**config.mk**
```make
export PLATFORM = sky130hd
export DESIGN_NAME = rp_top
export DESIGN_NICKNAME = d
export VERILOG_FILES = /design/src/rtl/rp_pkg.sv /design/src/rtl/rp_sync.sv /design/src/rtl/rp_regbank.sv /design/src/rtl/rp_engine.sv /design/src/rtl/rp_top.sv
export SDC_FILE = /design/constraint.sdc
export NUM_CORES = 1
export LEC_CHECK = 0
export ABC_AREA = 1
export BUFFER_PORTS_ARGS = -buffer_cell sky130_fd_sc_hd__buf_2
export CAP_MARGIN = 25
export CELL_PAD_IN_SITES_DETAIL_PLACEMENT = 1
export CELL_PAD_IN_SITES_GLOBAL_PLACEMENT = 1
export CORE_MARGIN = 2
export CORE_UTILIZATION = 40
export CTS_BUF_LIST = sky130_fd_sc_hd__clkbuf_4
export CTS_CLUSTER_SIZE = 14
export DETAILED_ROUTE_END_ITERATION = 7
export HOLD_SLACK_MARGIN = 0.08
export PLACE_DENSITY = 0.7
export SYNTH_ARGS = -nofsm -noshare
export SYNTH_HDL_FRONTEND = slang
export SYNTH_SLANG_ARGS = --single-unit
```
**constraint.sdc**
```tcl
create_clock -name clk -period 3.8 [get_ports clk]
set_input_delay 1.14 -clock clk [delete_from_list [all_inputs] [get_ports clk]]
set_output_delay 1.14 -clock clk [all_outputs]
set_load 0.05 [all_outputs]
```
**src/rtl/rp_pkg.sv**
```systemverilog
package rp_pkg;

  localparam int ADDR_W = 5;
  localparam logic [7:0] CMD_SYNC = 8'hFE;
  localparam logic [7:0] CMD_SRST = 8'h80;

  typedef enum logic [1:0] {
    ST_CMD = 2'd0,
    ST_WR  = 2'd1,
    ST_RD  = 2'd2
  } port_state_e;

  typedef enum logic [2:0] {
    K_READ  = 3'd0,
    K_WRITE = 3'd1,
    K_SRST  = 3'd2,
    K_SYNC  = 3'd3,
    K_OTHER = 3'd4
  } cmd_kind_e;

  function automatic cmd_kind_e classify(input logic [7:0] b);
    cmd_kind_e k;
    if (b == CMD_SYNC)      k = K_SYNC;
    else if (b == CMD_SRST) k = K_SRST;
    else if (b[7] || b[0])  k = K_OTHER;
    else if (b[6])          k = K_WRITE;
    else                    k = K_READ;
    return k;
  endfunction

  function automatic logic [ADDR_W-1:0] cmd_addr(input logic [7:0] b);
    return b[ADDR_W:1];
  endfunction

endpackage

```
**src/rtl/rp_sync.sv**
```systemverilog
module rp_sync #(
  parameter int WIDTH = 3,
  parameter int STAGES = 2,
  parameter logic [WIDTH-1:0] RST_VAL = '0
) (
  input  logic             clk,
  input  logic             rst,
  input  logic [WIDTH-1:0] d,
  output logic [WIDTH-1:0] q
);
  logic [WIDTH-1:0] chain [STAGES];

  genvar s;
  generate
    for (s = 0; s < STAGES; s++) begin : g_stage
      always_ff @(posedge clk) begin
        if (rst) chain[s] <= RST_VAL;
        else if (s == 0) chain[s] <= d;
        else chain[s] <= chain[(s == 0) ? 0 : s - 1];
      end
    end
  endgenerate

  assign q = chain[STAGES-1];
endmodule

```
**src/rtl/rp_regbank.sv**
```systemverilog
module rp_regbank #(
  parameter int ADDR_W = 5,
  parameter int DATA_W = 24
) (
  input  logic              clk,
  input  logic              rst,
  input  logic              clr,
  input  logic              we,
  input  logic [ADDR_W-1:0] waddr,
  input  logic [DATA_W-1:0] wdata,
  input  logic [ADDR_W-1:0] raddr,
  output logic [DATA_W-1:0] rdata
);
  localparam int DEPTH = 2 ** ADDR_W;

  logic [DATA_W-1:0] mem [DEPTH];
  logic [DATA_W-1:0] mem_q;
  logic [DEPTH-1:0]  valid;
  logic              vld_q;

  // plain array with one write and one registered read port
  always_ff @(posedge clk) begin
    if (we) mem[waddr] <= wdata;
    mem_q <= mem[raddr];
  end

  // per-entry valid flags make a clear cost one cycle
  always_ff @(posedge clk) begin
    if (rst || clr) begin
      valid <= '0;
      vld_q <= 1'b0;
    end else begin
      if (we) valid[waddr] <= 1'b1;
      vld_q <= valid[raddr];
    end
  end

  assign rdata = vld_q ? mem_q : '0;
endmodule

```
**src/rtl/rp_engine.sv**
```systemverilog
module rp_engine
  import rp_pkg::*;
#(
  parameter int DATA_W = 24
) (
  input  logic              clk,
  input  logic              rst,
  input  logic              sclk_s,
  input  logic              cs_n_s,
  input  logic              sdi_s,
  input  logic [DATA_W-1:0] rd_data,
  output logic [ADDR_W-1:0] rd_addr,
  output logic              wr_en,
  output logic [ADDR_W-1:0] wr_addr,
  output logic [DATA_W-1:0] wr_data,
  output logic              soft_rst,
  output logic              sdo,
  output logic              sdo_en
);
  localparam int NBYTES = DATA_W / 8;
  localparam int BC_W   = $clog2(NBYTES + 1);
  localparam int WC_W   = $clog2(DATA_W);

  port_state_e       state;
  logic              sclk_d;
  logic [6:0]        in_sr;
  logic [2:0]        in_cnt;
  logic [DATA_W-2:0] wr_sr;
  logic [WC_W-1:0]   wr_cnt;
  logic [ADDR_W-1:0] tgt_addr;
  logic [DATA_W-1:0] out_sr;
  logic [1:0]        load_pipe;
  logic              skip_fall;
  logic [BC_W-1:0]   bytes_left;

  logic       rise, fall, byte_done;
  logic [7:0] rx_byte;
  cmd_kind_e  kind;

  assign rise      = !cs_n_s && sclk_s && !sclk_d;
  assign fall      = !cs_n_s && !sclk_s && sclk_d;
  assign rx_byte   = {in_sr, sdi_s};
  assign byte_done = rise && (in_cnt == 3'd7) && (state != ST_WR);
  assign kind      = classify(rx_byte);

  always_ff @(posedge clk) begin
    if (rst) begin
      state      <= ST_CMD;
      sclk_d     <= 1'b0;
      in_sr      <= '0;
      in_cnt     <= '0;
      wr_sr      <= '0;
      wr_cnt     <= '0;
      tgt_addr   <= '0;
      out_sr     <= '0;
      load_pipe  <= '0;
      skip_fall  <= 1'b0;
      bytes_left <= '0;
      rd_addr    <= '0;
      wr_en      <= 1'b0;
      wr_addr    <= '0;
      wr_data    <= '0;
      soft_rst   <= 1'b0;
      sdo        <= 1'b0;
      sdo_en     <= 1'b0;
    end else begin
      sclk_d    <= sclk_s;
      wr_en     <= 1'b0;
      soft_rst  <= 1'b0;
      sdo_en    <= !cs_n_s;
      sdo       <= !cs_n_s && out_sr[DATA_W-1];
      load_pipe <= {load_pipe[0], 1'b0};

      // command byte collection runs in both the command and read phases
      if (rise && state != ST_WR) begin
        in_sr  <= rx_byte[6:0];
        in_cnt <= in_cnt + 3'd1;
      end

      // output bits move on falling edges, except the one right after a load
      if (fall && state == ST_RD) begin
        if (skip_fall) skip_fall <= 1'b0;
        else out_sr <= {out_sr[DATA_W-2:0], 1'b0};
      end

      if (load_pipe[1]) out_sr <= rd_data;

      if (rise && state == ST_WR) begin
        wr_sr <= {wr_sr[DATA_W-3:0], sdi_s};
        if (wr_cnt == WC_W'(DATA_W - 1)) begin
          wr_en   <= 1'b1;
          wr_addr <= tgt_addr;
          wr_data <= {wr_sr, sdi_s};
          wr_cnt  <= '0;
          state   <= ST_CMD;
        end else begin
          wr_cnt <= wr_cnt + WC_W'(1);
        end
      end

      if (byte_done) begin
        unique case (kind)
          K_READ: begin
            rd_addr    <= cmd_addr(rx_byte);
            load_pipe  <= 2'b01;
            skip_fall  <= 1'b1;
            bytes_left <= BC_W'(NBYTES);
            state      <= ST_RD;
          end
          K_WRITE: begin
            tgt_addr <= cmd_addr(rx_byte);
            wr_cnt   <= '0;
            out_sr   <= '0;
            state    <= ST_WR;
          end
          K_SRST: begin
            soft_rst <= 1'b1;
            out_sr   <= '0;
            state    <= ST_CMD;
          end
          default: begin
            if (state == ST_RD) begin
              bytes_left <= bytes_left - BC_W'(1);
              if (bytes_left <= BC_W'(1)) state <= ST_CMD;
            end
          end
        endcase
      end

      // deselect discards everything in flight
      if (cs_n_s) begin
        state      <= ST_CMD;
        in_cnt     <= '0;
        wr_cnt     <= '0;
        out_sr     <= '0;
        load_pipe  <= '0;
        skip_fall  <= 1'b0;
        bytes_left <= '0;
      end
    end
  end
endmodule

```
**src/rtl/rp_top.sv**
```systemverilog
module rp_top
  import rp_pkg::*;
#(
  parameter int DATA_W      = 24,
  parameter int SYNC_STAGES = 2
) (
  input  logic clk,
  input  logic rst,
  input  logic cs_n,
  input  logic sclk,
  input  logic sdi,
  output logic sdo,
  output logic sdo_en,
  output logic soft_rst
);
  logic [2:0]        pins_s;
  logic [ADDR_W-1:0] rd_addr, wr_addr;
  logic [DATA_W-1:0] rd_data, wr_data;
  logic              wr_en;

  rp_sync #(
    .WIDTH  (3),
    .STAGES (SYNC_STAGES),
    .RST_VAL(3'b010)
  ) u_sync (
    .clk(clk),
    .rst(rst),
    .d  ({sdi, cs_n, sclk}),
    .q  (pins_s)
  );

  rp_engine #(.DATA_W(DATA_W)) u_engine (
    .clk     (clk),
    .rst     (rst),
    .sclk_s  (pins_s[0]),
    .cs_n_s  (pins_s[1]),
    .sdi_s   (pins_s[2]),
    .rd_data (rd_data),
    .rd_addr (rd_addr),
    .wr_en   (wr_en),
    .wr_addr (wr_addr),
    .wr_data (wr_data),
    .soft_rst(soft_rst),
    .sdo     (sdo),
    .sdo_en  (sdo_en)
  );

  rp_regbank #(.ADDR_W(ADDR_W), .DATA_W(DATA_W)) u_bank (
    .clk  (clk),
    .rst  (rst),
    .clr  (soft_rst),
    .we   (wr_en),
    .waddr(wr_addr),
    .wdata(wr_data),
    .raddr(rd_addr),
    .rdata(rd_data)
  );
endmodule

```
==> results of run 1 <==
[per-layer routing]
metal | routed length (um) | vias up
met5 | 0 | -
met4 | 3750 | 0
met3 | 7340 | 171
met2 | 52000 | 866
met1 | 48200 | 13377
li1 | - | 12063
[worst register-to-register path, cell delays in order (launching register included)]
cell and delay, ns:
dfxtp_4 0.49, clkinv_8 0.50, buf_4 0.60, nand2_1 0.11
nand3_1 0.08, nand3_1 0.12, nand2_1 0.12, nand2_1 0.12
nand3_1 0.27, and2_1 0.25
[area by class of cell]
type                    instances  area, um^2  area share
inverters                      71         289     0.00685
flip-flops and latches        944       26600       0.631
diodes                          4        10.0    0.000237
multi-input cells            2168        9710       0.230
clock inverters                78         447      0.0106
well taps                    1254        1570      0.0372
repair buffers                 75         846      0.0201
clock buffers                 358        2690      0.0637
[cell usage after synthesis (2+ instances only)]
| cell type | instances | share of area |
|---|---|---|
| a21oi_1 | 44 | 0.0058 |
| nor2_4 | 2 | 0.00060 |
| buf_6 | 43 | 0.013 |
| nand2_4 | 3 | 0.00090 |
| buf_8 | 2 | 0.00080 |
| nand2_1 | 1026 | 0.10 |
| buf_4 | 21 | 0.0042 |
| inv_1 | 65 | 0.0065 |
| o211ai_1 | 24 | 0.0048 |
| buf_2 | 86 | 0.011 |
| nor2_1 | 240 | 0.024 |
| edfxtp_1 | 768 | 0.61 |
| nor2_2 | 2 | 0.00033 |
| and2_1 | 24 | 0.0040 |
| nand4_1 | 6 | 0.0010 |
| nor3_1 | 12 | 0.0016 |
| nand3_1 | 672 | 0.089 |
| or2_2 | 2 | 0.00033 |
| buf_1 | 15 | 0.0015 |
| o21ai_0 | 74 | 0.0098 |
| clkbuf_1 | 38 | 0.0038 |
| clkinv_1 | 3 | 0.00030 |
| inv_2 | 2 | 0.00020 |
| nand2_2 | 23 | 0.0038 |
| o22ai_1 | 2 | 0.00033 |
| ha_1 | 4 | 0.0013 |
| dfxtp_1 | 176 | 0.094 |
[kinds of logic after synthesis]
| group | after synthesis | synth area share |
|---|---|---|
| and+or+nand+nor | 2017 | 0.230 |
| DFF | 944 | 0.706 |
| buffers and inverters | 277 | 0.0419 |
| AOI/OAI and AO/OA | 146 | 0.0212 |
| adders and majority gates | 4 | 0.00133 |
| xor gates and xnor gates | 1 | 0.000233 |
[layout by cell type (no fill, tap or decap), types with 2 or more instances in the layout]
master,n
a21oi_1,44
and2_1,24
buf_12,19
buf_16,3
buf_2,7
buf_4,45
bufinv_16,4
clkbuf_4,358
clkinv_1,59
clkinv_2,8
clkinv_4,4
dfxtp_1,158
dfxtp_2,15
dfxtp_4,3
diode_2,4
edfxtp_1,768
ha_1,4
inv_1,63
inv_2,4
inv_6,3
nand2_1,1026
nand2_2,23
nand2_4,3
nand3_1,672
nand4_1,6
nor2_1,207
nor2_2,11
nor2_4,26
nor3_1,12
o211ai_1,24
o21ai_0,74
o22ai_1,2
or2_2,2
[path summary, 6_finish.rpt]
path	start	to	slack, ns	cells after the start
worst max-delay path	u_engine.sdo	sdo	0.91	1
worst min-delay path	sclk	u_sync.chain[0][0]	0.23	3
worst max register to register	u_engine.rd_addr[0]	u_bank.mem_q[13]	1.06	9
worst min register to register	u_sync.chain[0][2]	u_sync.chain[1][2]	0.40	2
[registers in the layout, summed over array words and instances (netlist names), 6 cells and up]
register          cells
u_engine.wr_sr       23
u_engine.wr_data     24
u_bank.mem          768
u_engine.in_sr        7
u_bank.mem_q         24
u_sync.chain          6
u_bank.valid         32
u_engine.out_sr      24
[power groups by stage]
stage                     clock, mW  combinational (mW)  sequential [mW]
final                          8.75              0.0536             11.0
after global routing           9.42              0.0606             11.0
after CTS                      8.94              0.0538             11.0
after detailed placement          0              0.0528             11.2
after global placement            0              0.0522             11.2
after floorplan                   0              0.0363             11.2
==> flow_summary.toml, run 1 <==
[status]
status = "finished clean"

[cells_and_area]
final_util = 0.452
fin_nets = 3499
design_area_um2 = 42200
fillers = 10222
final_cells = 4952
drive_gt1_frac = 0.148
syn_to_final_growth_pct = 12.0

[floorplan]
fp.dieW_um = 311
start_util = 0.404
die_h_um = 311
io_pins = 8
design.core.area_um2 = 93300
die-area_um2 = 96600
row_count = 112

[sta]
setup_tns_ns = 0
fin_crit_sh = 0.759
setup_viol = 0
worst_pin_slew_ns = 1.08
finalClockSkew_ns = 0.0883
fin_ws_ns = 0.915
rsz0062_at_grt = "no"
max_freq_ghz = 0.347
min_period_ns = 2.89
slew_viol_final = 0
finalHoldViolations = 0
holdWs_ns = 0.233
relSlewSlack = 0.277

[placement]
placed_cell_area_um2 = 38900
dp_slack_ns = 1.07
globalplace.congestion = 0.776
portBuffers = 7
dp.cells = 4505
hpwl_mm = 61.5

[job]
cap_viol_max_count = 0

[power]
power.internal_mw = 15.6
sw_frac_of_total = 0.213
p_leak_nw = 14.4
pwr-share-seq = 0.556
p_total_mw = 19.8
p_per_area_nw_per_um2 = 470
power.switching_mw = 4.21
clkPwrFrac = 0.441
p_comb_frac = 0.003
vdd_ir_drop_max_mv = 0.275

[global_route]
grt.total_usage = 0.228
antenna_found_initial = 6
grt_max_degree = 178
grt_pass1_wl_mm = 167
overflow = 0
grt-busiest-layer = "met2"
first_global_vias = 27497
grt_util_met3 = 0.0444
use_met1 = 0.306
grt_use_met2 = 0.366

[clock_tree]
clkLatencyLatePin_ns = 1.14
hold_buffers = 1
root_buffer = "clkbuf_4"
post_cts_buffers = 0
cts_resized = 0
clk_pin_slew_ns = 0.07
htreeDepth = 4
clkSinkCount = 944
cts_buffer_depth = 3
cts_tree = "built"
cts_buffers = 230

[detailed_routing]
ant_nets = 0
wl_per_cell_um = 22.5
drc = 0
vias = 26477
wirelength_mm = 111
drt_iter0_drc = 2367
dr.pass1.iters = 6
viasPerCell = 5.35

[synth]
syn_area_per_cell_um2 = 11.1
synthDistinctLibCells = 37
synthArstFlopShare = 0
netlist_area_um2 = 37700
yosys_warnings = 0
yosysSeqAreaShare = 0.706
synth_ff_type = "edfxtp_1"
syn_nets = 3398
synth_edf_count = 768
syn-instance-count = 3389
ys_ff_latch = 944

[critical_path]
cp_cell_sequence = "buf_2"
setup.worst_path.end_class = "output port"
critPathKind = "register to output port"
cp_max_fo = 1
critical-path-max-stage-delay_ns = 0.36
cp_data_required_time_ns = 2.66
setup.worst_path.start_class = "register"
crit_buf_inv = 1
path_delay_family = "flip-flops"
cp.arrival_ns = 1.75
cpMaxStageDelayCell = "dfxtp_1"

[min_path]
hp-class = "input pin to register"
Note: power is estimated with default switching activity, not from simulation.
==> run 2: changes to the inputs <==
--- a/config.mk
+++ b/config.mk
@@ -16,7 +16,7 @@
 export CTS_CLUSTER_SIZE = 14
 export DETAILED_ROUTE_END_ITERATION = 7
 export HOLD_SLACK_MARGIN = 0.08
-export PLACE_DENSITY = 0.7
+export PLACE_DENSITY = 0.72
 export SYNTH_ARGS = -nofsm -noshare
 export SYNTH_HDL_FRONTEND = slang
 export SYNTH_SLANG_ARGS = --single-unit
==> constraint.sdc (replaced) <==
create_clock -name clk -period 2.4 [get_ports clk]
set_input_delay 0.72 -clock clk [delete_from_list [all_inputs] [get_ports clk]]
set_output_delay 0.72 -clock clk [all_outputs]
set_load 0.05 [all_outputs]
==> run 2 against run 1 <==
Design area increased by 1.7%. Register-to-register slack got worse by 0.94 ns. Flip-flop and latch count unchanged. First-iteration DRC count increased by 1.9%. Global-route usage increased by 0.69 points. Via count increased by 1.9%. Worst setup slack got worse by 0.87 ns. Critical endpoint is now soft_rst. Largest power group unchanged.
==> flow_summary.toml, run 2 (synthesis gave the netlist of run 1 again) <==
[placement]
dp.cells = 4561
hpwl_mm = 63.6
placed_cell_area_um2 = 39700
portBuffers = 7
globalplace.congestion = 0.779
dp_slack_ns = 0.135

[critical_path]
crit_buf_inv = 1
setup.worst_path.end_class = "output port"
cp_max_fo = 2
path_delay_family = "flip-flops"
cp.arrival_ns = 1.64
critPathKind = "register to output port"
cp_cell_sequence = "buf_8"
cp_data_required_time_ns = 1.68
critical-path-max-stage-delay_ns = 0.38
cpMaxStageDelayCell = "dfxtp_4"
setup.worst_path.start_class = "register"

[sta]
fin_crit_sh = 0.983
finalClockSkew_ns = 0.0741
slew_viol_final = 0
min_period_ns = 2.36
fin_ws_ns = 0.0412
rsz0062_at_grt = "yes"
relSlewSlack = 0.503
setup_viol = 0
finalHoldViolations = 0
worst_pin_slew_ns = 0.745
max_freq_ghz = 0.424

[power]
p_comb_frac = 0.003
p_leak_nw = 14.8
power.switching_mw = 6.67
clkPwrFrac = 0.436
vdd_ir_drop_max_mv = 0.425
sw_frac_of_total = 0.215
p_total_mw = 31.1
pwr-share-seq = 0.561
power.internal_mw = 24.4
p_per_area_nw_per_um2 = 725

[floorplan]
fp.dieW_um = 311
row_count = 112
io_pins = 8
design.core.area_um2 = 93300
start_util = 0.404
die-area_um2 = 96600
die_h_um = 311

[cells_and_area]
syn_to_final_growth_pct = 13.9
final_cells = 5000
layout_commonest_cell = "nand2_1"
largest_reg_flops = 768
fin_nets = 3557
design_area_um2 = 42900
final_util = 0.460
layout_common_cells = "nand2_1 (1,026), edfxtp_1 (768), nand3_1 (672)"
regMostFlops = "u_bank.mem"
drive_gt1_frac = 0.157
reg_top3 = "u_bank.mem: 768 flops, u_bank.valid: 32 flops"

[detailed_routing]
dr.pass1.iters = 6
drc = 0
wirelength_mm = 115
viasPerCell = 5.40
drt_iter0_drc = 2413
wl_per_cell_um = 22.9
ant_nets = 0
vias = 26987

[min_path]
hp-class = "register to register"

[clock_tree]
clkSinkCount = 944
cts_buffers = 231
clkLatencyLatePin_ns = 1.14
cts_buffer_depth = 3
root_buffer = "clkbuf_4"
cts_tree = "built"
clk_pin_slew_ns = 0.07
htreeDepth = 4

[job]
cap_viol_max_count = 0

[global_route]
overflow = 0
first_global_vias = 28174
grt.total_usage = 0.235
grt_pass1_wl_mm = 171
grt_max_degree = 78
antenna_found_initial = 7

[status]
status = "finished clean"
-- run 2: cell types whose count changed in the layout (fill, tap and decap cells not counted), moves of 4 or more --
cell,before,now
clkinv_1,59,50
bufinv_16,4,0
clkinv_2,8,1
buf_4,45,65
dlygate4sd3_1,1,7
clkbuf_4,358,367
dfxtp_2,15,2
buf_12,19,52
dfxtp_1,158,169
-- run 2: path summary, 6_finish.rpt --
kind / depth (start not counted) / slack [ns] / to / from
setup / recovery: 1 / 0.04 / soft_rst / u_engine.soft_rst
hold / removal: 2 / 0.43 / u_engine.load_pipe[1] / u_engine.load_pipe[0]
setup reg to reg: 9 / 0.12 / u_bank.mem_q[23] / u_engine.rd_addr[0]
hold reg to reg: 2 / 0.43 / u_engine.load_pipe[1] / u_engine.load_pipe[0]
-- run 2: power by group through the flow --
| stage | Clock, mW | Sequential [mW] | Combinational (mW) |
|---|---|---|---|
| CTS | 13.9 | 17.4 | 0.102 |
| global placement | 0 | 17.8 | 0.0907 |
| detailed placement | 0 | 17.8 | 0.0920 |
| finish | 13.6 | 17.4 | 0.102 |
| global route | 14.7 | 17.4 | 0.113 |
| floorplan | 0 | 17.8 | 0.0574 |
-- run 2: metrics by stage --
stage | setup TNS (ns) | hold slack (ns)
5_1_grt | -0.0507 | 0.443
3_3_place_gp | 0 | 0.416
3_5_place_dp | 0 | 0.416
6_report | 0 | 0.425
2_1_floorplan | 0 | 0.388
4_1_cts | -0.150 | 0.424
-- run 2: cell type report --
type,instances,area (um^2)
Timing Repair Buffer,132,1670
Clock inverter,63,302
Clock buffer,367,2760
Multi-Input combinational cell,2168,9710
Tap cell,1254,1570
Sequential cell,944,26600
Antenna cell,1,2.50
Fill cell,10186,50400
Inverter,71,289
-- run 2: routing by layer --
layer	vias up	routed length [um]	global-route usage
met5	-	54	0
met4	8	4630	0.116
met1	13564	47600	0.303
met2	1007	53800	0.381
met3	256	8490	0.0459
li1	12152	-	-
-- run 2: repair_timing --
action | 4_1_cts | 5_1_grt
buffers inserted | 1 | 0
hold buffers | 7 | 0
setup endpoints to repair | 3 | 2
hold endpoints to repair | 7 | 0
gates resized for setup | 13 | 1
==> run 3: changes to the inputs <==
--- a/config.mk
+++ b/config.mk
@@ -11,12 +11,12 @@
 export CELL_PAD_IN_SITES_DETAIL_PLACEMENT = 1
 export CELL_PAD_IN_SITES_GLOBAL_PLACEMENT = 1
 export CORE_MARGIN = 2
-export CORE_UTILIZATION = 40
+export CORE_UTILIZATION = 48
 export CTS_BUF_LIST = sky130_fd_sc_hd__clkbuf_4
 export CTS_CLUSTER_SIZE = 14
 export DETAILED_ROUTE_END_ITERATION = 7
-export HOLD_SLACK_MARGIN = 0.08
-export PLACE_DENSITY = 0.72
+export HOLD_SLACK_MARGIN = 0.05
+export PLACE_DENSITY = 0.83
 export SYNTH_ARGS = -nofsm -noshare
 export SYNTH_HDL_FRONTEND = slang
 export SYNTH_SLANG_ARGS = --single-unit
==> run 3 against run 2 <==
Sequential power about the same. First-iteration DRC count up 21%. Register-to-register slack better by 0.04 ns. Critical endpoint unchanged. Clock skew down 0.026 ns. Power up 0.14%. Clock-buffer cell count down 17.
==> flow_summary.toml, run 3 (synthesis gave the netlist of run 1 again) <==
[power]
p_per_area_nw_per_um2 = 735
vdd_ir_drop_max_mv = 0.462
p_leak_nw = 14.7

[floorplan]
io_pins = 8
die_h_um = 284
fp.dieW_um = 284
die-area_um2 = 80700
start_util = 0.485
design.core.area_um2 = 77600
row_count = 102

[global_route]
grt_pass1_wl_mm = 178
grt.total_usage = 0.292
grt_max_degree = 135
first_global_vias = 29663
antenna_found_initial = 2
overflow = 0

[detailed_routing]
viasPerCell = 5.85
vias = 27941
drc = 0
ant_nets = 0
dr.pass1.iters = 5
wl_per_cell_um = 24.8
wirelength_mm = 118
drt_iter0_drc = 2921

[sta]
min_period_ns = 2.31
finalClockSkew_ns = 0.0485
finalHoldViolations = 0
setup_viol = 0
relSlewSlack = 0.326
slew_viol_final = 0
worst_pin_slew_ns = 1.01
setup_tns_ns = 0
rsz0062_at_grt = "no"
max_freq_ghz = 0.434
fin_crit_sh = 0.961

[critical_path]
path_delay_family = "flip-flops"
cp_data_required_time_ns = 1.68
cp_max_fo = 2
cp.arrival_ns = 1.59
setup.worst_path.start_class = "register"
reg2reg_depth = 9
cpMaxStageDelayCell = "dfxtp_1"
cp_cell_sequence = "buf_6"
critical-path-max-stage-delay_ns = 0.36
crit_buf_inv = 1
critPathKind = "register to output port"
setup.worst_path.end_class = "output port"
path_depth = 1

[cells_and_area]
fin_nets = 3547
drive_gt1_frac = 0.153
layout_common_cells = "nand2_1 (1,026), edfxtp_1 (768), nand3_1 (672)"
syn_to_final_growth_pct = 12.5
regMostFlops = "u_bank.mem"
fillers = 8311
layout_commonest_cell = "nand2_1"
multi_input_area_um2 = 9630
seq_area_um2 = 26600
largest_reg_flops = 768
final_cells = 4778
reg_top3 = "u_bank.mem: 768 flops, u_bank.valid: 32 flops"

[clock_tree]
cts_buffer_depth = 3
htreeDepth = 4
clkLatencyLatePin_ns = 1.08
clkSinkCount = 944
clk_pin_slew_ns = 0.06
cts_tree = "built"
root_buffer = "clkbuf_4"
cts_buffers = 225

[min_path]
min_path_cells = 2
hp-class = "register to register"

[placement]
portBuffers = 7
hpwl_mm = 65.4
globalplace.congestion = 0.799
dp.cells = 4344

[job]
cap_viol_max_count = 0

[status]
status = "finished clean"
## run 3: tightest hold or removal path, cell delays in order (launching register included)
cell and delay (ns):
dfxtp_1 0.30, inv_1 0.05, nor2_1 0.04
## run 3: path summary, 6_finish.rpt
check / end / start / slack, ns
worst max-delay path: soft_rst / u_engine.soft_rst / 0.09
worst min-delay path: u_sync.chain[1][0] / u_sync.chain[0][0] / 0.42
worst max register to register: u_bank.mem_q[19] / u_engine.rd_addr[0] / 0.16
worst min register to register: u_sync.chain[1][0] / u_sync.chain[0][0] / 0.42
## run 3: what timing repair did
action,in CTS,in global routing
endpoints found under the setup margin,3,7
resized for setup,6,1
setup buffers,0,0
hold endpoints to repair,9,0
hold buffers,7,0
## run 3: layout make-up
type                    count  area share
diodes                      2    0.000118
clock buffers             350      0.0620
clock inverters            75     0.00945
inverters                  71     0.00676
multi-input cells        2168       0.227
flip-flops and latches    944       0.627
well taps                1040      0.0307
repair buffers            128      0.0364
## run 3: through the flow
stage	utilization	total power [mW]	setup slack, ns	hold WS, ns	cell area (um^2)
2_1_floorplan	-	17.9	0.209	0.388	37700
3_3_place_gp	0.506	17.9	0.228	0.389	39300
3_5_place_dp	0.506	17.9	0.0973	0.404	39300
4_1_cts	0.546	31.3	0.00909	0.423	42400
5_1_grt	0.546	32.1	0.0302	0.421	42400
6_report	0.546	31.1	0.0944	0.416	42400
## run 3: metal layers
layer / track usage / up-vias / share of wire
met1: 0.363 / 13984 / 0.38
met2: 0.481 / 1489 / 0.48
met3: 0.0493 / 324 / 0.083
li1: - / 12144 / -
met4: 0.173 / 0 / 0.055
met5: 0 / - / 0
## run 3: report_power, final
part	switching [mW]	internal, mW
combinational	0.0690	0.0335
sequential	0.00619	17.4
clock	6.63	6.97
total	6.70	24.4
